<file path="src/rtl/ifsel_pkg.sv">
package ifsel_pkg;

  typedef enum logic {
    MODE_I2C = 1'b0,
    MODE_SPI = 1'b1
  } if_mode_e;

  // Status byte: lock flag in bit 0, all other bits zero.
  function automatic logic [7:0] status_byte(input logic locked);
    return {7'b0, locked};
  endfunction

endpackage

</file>
<file path="src/rtl/cs_edge_sync.sv">
module cs_edge_sync #(
  parameter int    STAGES   = 2,
  parameter logic  IDLE_LVL = 1'b1
) (
  input  logic clk,
  input  logic rst,
  input  logic pin,
  output logic rise,
  output logic fall
);

  logic [STAGES-1:0] chain;
  logic              last;

  always_ff @(posedge clk) begin
    if (rst) begin
      chain <= {STAGES{IDLE_LVL}};
      last  <= IDLE_LVL;
    end else begin
      chain[0] <= pin;
      for (int i = 1; i < STAGES; i++) chain[i] <= chain[i-1];
      last <= chain[STAGES-1];
    end
  end

  assign rise = chain[STAGES-1] & ~last;
  assign fall = ~chain[STAGES-1] & last;

endmodule

</file>
<file path="src/rtl/pulse_pattern_cnt.sv">
module pulse_pattern_cnt #(
  parameter int N_PULSES = 4,
  parameter int TIMEOUT  = 64
) (
  input  logic clk,
  input  logic por_rst,
  input  logic sw_rst,
  input  logic rise,
  input  logic fall,
  output logic hit
);

  localparam int CW = $clog2(N_PULSES + 1);
  localparam int TW = $clog2(TIMEOUT + 1);
  localparam logic [CW-1:0] LAST_CNT = CW'(N_PULSES - 1);
  localparam logic [TW-1:0] IDLE_MAX = TW'(TIMEOUT - 1);

  logic          armed;
  logic [CW-1:0] cnt;
  logic [TW-1:0] idle;
  logic          busy;

  assign busy = armed | (cnt != '0);
  assign hit  = rise & armed & (cnt == LAST_CNT);

  always_ff @(posedge clk) begin
    if (por_rst || sw_rst) begin
      armed <= 1'b0;
      cnt   <= '0;
      idle  <= '0;
    end else if (rise || fall) begin
      idle <= '0;
      if (fall) armed <= 1'b1;
      if (rise && armed) begin
        armed <= 1'b0;
        cnt   <= (cnt == LAST_CNT) ? '0 : cnt + 1'b1;
      end
    end else if (busy) begin
      if (idle == IDLE_MAX) begin
        armed <= 1'b0;
        cnt   <= '0;
        idle  <= '0;
      end else begin
        idle <= idle + 1'b1;
      end
    end
  end

endmodule

</file>
<file path="src/rtl/ifsel_lock_ctrl.sv">
module ifsel_lock_ctrl
  import ifsel_pkg::*;
#(
  parameter int            N_PULSES    = 4,
  parameter int            TIMEOUT     = 64,
  parameter int            SYNC_STAGES = 2,
  parameter int            AW          = 8,
  parameter int            DW          = 8,
  parameter logic [AW-1:0] STATUS_ADDR = 8'h7F
) (
  input  logic          clk,
  input  logic          por_rst,
  input  logic          sw_rst,
  input  logic          cs_pin,
  input  logic [AW-1:0] rd_addr,
  output logic          spi_sel,
  output logic          lock_status,
  output logic [DW-1:0] rd_data
);

  logic     cs_rise, cs_fall, pattern_hit;
  if_mode_e mode_q;

  cs_edge_sync #(
    .STAGES  (SYNC_STAGES),
    .IDLE_LVL(1'b1)
  ) u_sync (
    .clk (clk),
    .rst (por_rst),
    .pin (cs_pin),
    .rise(cs_rise),
    .fall(cs_fall)
  );

  pulse_pattern_cnt #(
    .N_PULSES(N_PULSES),
    .TIMEOUT (TIMEOUT)
  ) u_cnt (
    .clk    (clk),
    .por_rst(por_rst),
    .sw_rst (sw_rst),
    .rise   (cs_rise),
    .fall   (cs_fall),
    .hit    (pattern_hit)
  );

  // One-way commitment: only power-on reset clears it.
  always_ff @(posedge clk) begin
    if (por_rst)          mode_q <= MODE_I2C;
    else if (pattern_hit) mode_q <= MODE_SPI;
  end

  always_ff @(posedge clk) begin
    if (por_rst)                     rd_data <= '0;
    else if (rd_addr == STATUS_ADDR) rd_data <= DW'(status_byte(mode_q == MODE_SPI));
    else                             rd_data <= '0;
  end

  assign spi_sel     = (mode_q == MODE_SPI);
  assign lock_status = (mode_q == MODE_SPI);

endmodule

</file>
<file path="config.mk">
export PLATFORM = sky130hd
export DESIGN_NAME = ifsel_lock_ctrl
export DESIGN_NICKNAME = d
export VERILOG_FILES = /design/src/rtl/ifsel_pkg.sv /design/src/rtl/cs_edge_sync.sv /design/src/rtl/pulse_pattern_cnt.sv /design/src/rtl/ifsel_lock_ctrl.sv
export SDC_FILE = /design/constraint.sdc
export NUM_CORES = 1
export LEC_CHECK = 0
export ABC_AREA = 0
export CORE_MARGIN = 4
export CORE_UTILIZATION = 49
export CTS_CLUSTER_DIAMETER = 60
export DETAILED_ROUTE_END_ITERATION = 8
export GPL_ROUTABILITY_DRIVEN = 1
export GPL_TIMING_DRIVEN = 0
export PLACE_DENSITY = 0.81
export SLEW_MARGIN = 10
export SYNTH_ARGS = -nofsm -noshare
export SYNTH_HDL_FRONTEND = slang
export SYNTH_HIERARCHICAL = 1
export SYNTH_SLANG_ARGS = --single-unit
</file>
<file path="constraint.sdc">
create_clock -name clk -period 3 [get_ports clk]
set_clock_uncertainty 0.2 [all_clocks]
set_input_delay 0.75 -clock clk [delete_from_list [all_inputs] [get_ports clk]]
set_output_delay 0.75 -clock clk [all_outputs]
set_load 0.005 [all_outputs]
</file>
# Word level (Yosys, flattened, before mapping)
# Cells that the tools add are included.
# classes
addsub	2
mul	0
div_mod_pow	0
order_cmp	0
n_eq_ne	5
shift	0
n_mux	11
bitwise	8
reduce_logical	10
# op_table
cell	n
two-way mux 3 bit	5
equality test 8 x 7 -> 1 bit (second input constant)	1
adder 7 x 1 -> 7 bit (second input constant)	1
equality test 7 x 6 -> 1 bit (second input constant)	1
two-way mux 7 bit	1
AND reduction 3 bit	2
two-way mux 1 bit	5
AND 1 bit	4
nonzero test 2 bit	2
OR reduction 2 bit	2
adder 3 x 1 -> 3 bit (second input constant)	1
equality test 3 x 2 -> 1 bit (second input constant)	1
!= test 3 x 2 -> 1 bit (second input constant)	1
inverter 1 bit	3
nonzero test 3 bit	1
logical OR 1 bit	2
!= test 2 bit (second input constant)	1
logical AND 1 bit	1
bitwise OR 1 bit	1
# totals
ff_bits	23
latch_bits	0
ram_bits	0
romBits	0
inputBits	12
output_inout_bits	10
mem_count	0

# Depth between registers and ports, before layout
# depth
word_depth	5
ltp_mapped	6
mapped_depth_nobuf	5

# By module
# Netlist, hierarchy kept.
# modules_own_cells
module	instances	cells_per_inst	area_per_inst_um2	seq_area_each_um2
pulse_pattern_cnt	1	65	549.3	220.2
ifsel_lock_ctrl	1	16	156.4	40.0
cs_edge_sync	1	8	92.6	60.1

# Worst setup path before layout
# OpenSTA, ideal clock, no wires.
# synth_timing
path_kind	register to register
from	reg u_cnt.cnt[0]
to	reg u_cnt.idle[5]
setup_time_ns	0.070
t_arrival_ns	1.348
slack_ns	1.382
stages_incl_launch_ff	6
n_path_buf	0
period_less_slack_ns	1.618
cell_sequence	dfxtp_1 -> inv_1 -> ha_1 -> nor3b_2 -> or4_1 -> a21oi_1
# synth_between
elab_chain_cells	2
# synth_rtl
item	line_no	rtl
from (decl)	pulse_pattern_cnt.sv:19	logic [CW-1:0] cnt;
from (signal assigned)	pulse_pattern_cnt.sv:36	cnt <= (cnt == LAST_CNT) ? '0 : cnt + 1'b1;
nonzero test 3 bit	pulse_pattern_cnt.sv:23	assign busy = armed | (cnt != '0);
bitwise OR 1 bit	pulse_pattern_cnt.sv:23	
to (signal assigned)	pulse_pattern_cnt.sv:44	idle <= idle + 1'b1;
to (decl)	pulse_pattern_cnt.sv:20	logic [TW-1:0] idle;
# Every way passes these cells.
# A chain may end at the register's enable or synchronous reset.

# Worst setup path in the final report
# layout_timing
from	reg mode_q, in the netlist lock_status
to	out spi_sel
# layout_rtl
item	line_no	rtl
from (decl)	ifsel_lock_ctrl.sv:22	if_mode_e mode_q;
from (signal assigned)	ifsel_lock_ctrl.sv:49	if (por_rst) mode_q <= MODE_I2C;
from (signal assigned)	ifsel_lock_ctrl.sv:50	else if (pattern_hit) mode_q <= MODE_SPI;
to (decl)	ifsel_lock_ctrl.sv:16	output logic spi_sel,
# No word-level cell between the ends.

==> impl_metrics.toml <==
[clock_network]
cts_tree = "done"
cts_buffers = 3
post_cts_buffers = 0
cts_sinks = 16
clk_latency_ns = 0.28
htreeDepth = 1
cts_buffer_depth = 2
cts_resized = 0
path_clk_slew_ns = 0.08
clock-root-buffer = "clkbuf_4"
cts_hold_buf = 0

[layout]
final_layout_size_suffix_gt1_frac = 0.161
finish.instance_area_sq_um = 1000
fillers = 135
area.growth.synth_to_final_pct = 25.7
nets = 129
num_antenna_cells = 0

[synthesis]
syn-cell-area_sq_um = 798
yosys.area_share.simple = 0.285
synthAdderAreaFrac = 0.0470
syn_area_per_cell_sq_um = 8.97
synth_mux_area_frac = 0
synth_compound_area_frac = 0.149
synth-xor-area-share = 0
synth_seq_cells = 16
ys_warn_count = 6
synth_cells = 89
synth_top_family_by_area = "simple AND/OR/NAND/NOR gates"
synth_seq_area_share = 0.401
ys_types = 31

[floorplan]
core_area_sq_um = 1520
rows = 14
initial_core_util = 0.524
die_h_um = 48.4
die_x_um = 48.4
die-area_sq_um = 2340
num_io_pins = 22

[detailed_routing]
wl_per_cell_um = 11.2
via_per_inst = 5.34
num_vias = 684
ant_nets = 0
finalWirelength_mm = 1.44
first_pass_iters = 4
drtIter0Drc = 10
drc_errors = 0

[status]
outcome = "finished, final reports clean"

[placement]
placed_cell_area_sq_um = 981
gp_congestion = 0.713
place_ws_ns = 0.800
numPortBuffers = 14
detailed_place_hpwl_mm = 1.17

[sta]
maxSlewHeadroom = 0.621
setup_ws_ns = 0.765
rsz0062_at_grt = "no"
holdWs_ns = 0.225
timing.fmax_mhz = 447
setup_viol = 0
worst_slew_pin_slew_ns = 0.563
fin_crit_sh = 0.745
hold_violations = 0
fin_crit_ns = 2.24
finalSetupTns_ns = 0
report.final.slew_viol_count = 0

[global_route]
grt.total_usage = 0.134
overflow = 0
grt_max_degree = 11
grt_antenna_before_repair = 0
grt_pass1_wl_mm = 2.56
grt_pass1_vias = 610

[power]
ir_drop_v = 0.000268
power.leakage_nw = 0.376
power.density_nw_per_um2 = 358

[worst_setup_path]
critPathMaxFanout = 4
required_ns = 2.05
crit_type = "flop to output port"
crit_arrival_ns = 1.29
crit_path_end_kind = "output port"
cp-start-kind = "flop"

[job]
maxCapViolations = 0

[hold_path]
hold_path.class = "flop to flop"
-- cell type report --
type / count / area [sq um] / share of cell area
multi-input cells: 64 / 410 / 0.409
flip-flops and latches: 16 / 320 / 0.319
repair buffers: 14 / 140 / 0.140
plain buffers: 9 / 67.6 / 0.0673
clock buffers: 3 / 22.5 / 0.0224
inverters: 6 / 22.5 / 0.0224
well taps: 16 / 20.0 / 0.0200
-- through the flow --
stage          std cells  utilization  total power [mW]
3_5_place_dp         125        0.644             0.258
4_1_cts              128        0.658             0.364
3_3_place_gp         125        0.644             0.257
2_1_floorplan         95            -             0.239
5_1_grt              128        0.658             0.379
6_report             128        0.658             0.359
-- sequential cells by signal, indices dropped and copies added (netlist names) --
name	count
u_cnt/armed	1
u_sync/last	1
u_sync/chain	2
u_cnt/idle	7
u_cnt/cnt	3
rd_data	1
lock_status	1
-- critical path, stage by stage (launching register included) --
cell and delay, ns:
dfxtp_1 0.39, buf_4 0.13, clkdlybuf4s50_1 0.49
-- per-layer routing --
metal  up-vias  global-route usage  share of wire
li1        351                   -              -
met5         -                   0              0
met4         0              0.0276              0
met3         0              0.0613          0.065
met1       315               0.175           0.47
met2        18               0.200           0.46
-- logic make-up after synthesis --
kind of cell             Yosys count
AND/OR/NAND/NOR                   35
adder cells (fa/ha/maj)            3
AO/OA/AOI/OAI                     19
other                              1
buffers and inverters             15
flip-flops                        16
-- placed cells by master, fill, tap and decap left out, types with 4 or more instances in the layout --
cell type and n:
dfxtp_1 16, clkdlybuf4s50_1 14, buf_4 9, conb_1 7, nand2_1 7, a21oi_1 7
inv_1 6, nor2_1 4, o21ai_0 4
-- cell usage after synthesis --
| master | count | area, sq um |
|---|---|---|
| nor2_1 | 4 | 15.0 |
| nand3_1 | 3 | 15.0 |
| or2_1 | 3 | 18.8 |
| nor3b_2 | 1 | 12.5 |
| o211ai_1 | 2 | 15.0 |
| a21oi_1 | 7 | 35.0 |
| nor2b_1 | 1 | 6.26 |
| nor4b_2 | 1 | 15.0 |
| o311a_1 | 1 | 10.0 |
| or4_1 | 1 | 7.51 |
| nand2b_1 | 2 | 12.5 |
| o32ai_1 | 1 | 8.76 |
| dfxtp_1 | 16 | 320 |
| ha_1 | 3 | 37.5 |
| nand4_1 | 2 | 12.5 |
| inv_1 | 6 | 22.5 |
| or2_2 | 1 | 6.26 |
| or3_1 | 2 | 12.5 |
| or3b_2 | 1 | 8.76 |
| a311oi_1 | 1 | 8.76 |
| or3_2 | 1 | 7.51 |
| conb_1 | 1 | 3.75 |
| nor4_1 | 2 | 12.5 |
| nand4b_4 | 1 | 23.8 |
| and2b_1 | 1 | 7.51 |
| o31ai_1 | 2 | 15.0 |
| buf_4 | 9 | 67.6 |
| o21ai_0 | 4 | 20.0 |
| nand3b_1 | 1 | 7.51 |
| o22ai_1 | 1 | 6.26 |
| nand2_1 | 7 | 26.3 |
-- power breakdown --
group	internal [mW]	leakage [nW]	switching, mW
logic	0.0238	0.233	0.0140
clock network	0.0465	0.0138	0.0594
registers	0.214	0.129	0.00117
total	0.285	0.376	0.0746
-- worst paths after layout --
path	startpoint	endpoint	slack (ns)	depth (start not counted)
worst max-delay path	lock_status	spi_sel	0.76	2
worst min-delay path	u_sync/chain[0]	u_sync/chain[1]	0.22	1
worst max register to register	u_cnt/idle[0]	u_cnt/cnt[0]	1.09	4
worst min register to register	u_sync/chain[0]	u_sync/chain[1]	0.22	1
Note: power is estimated with default switching activity, not from simulation.
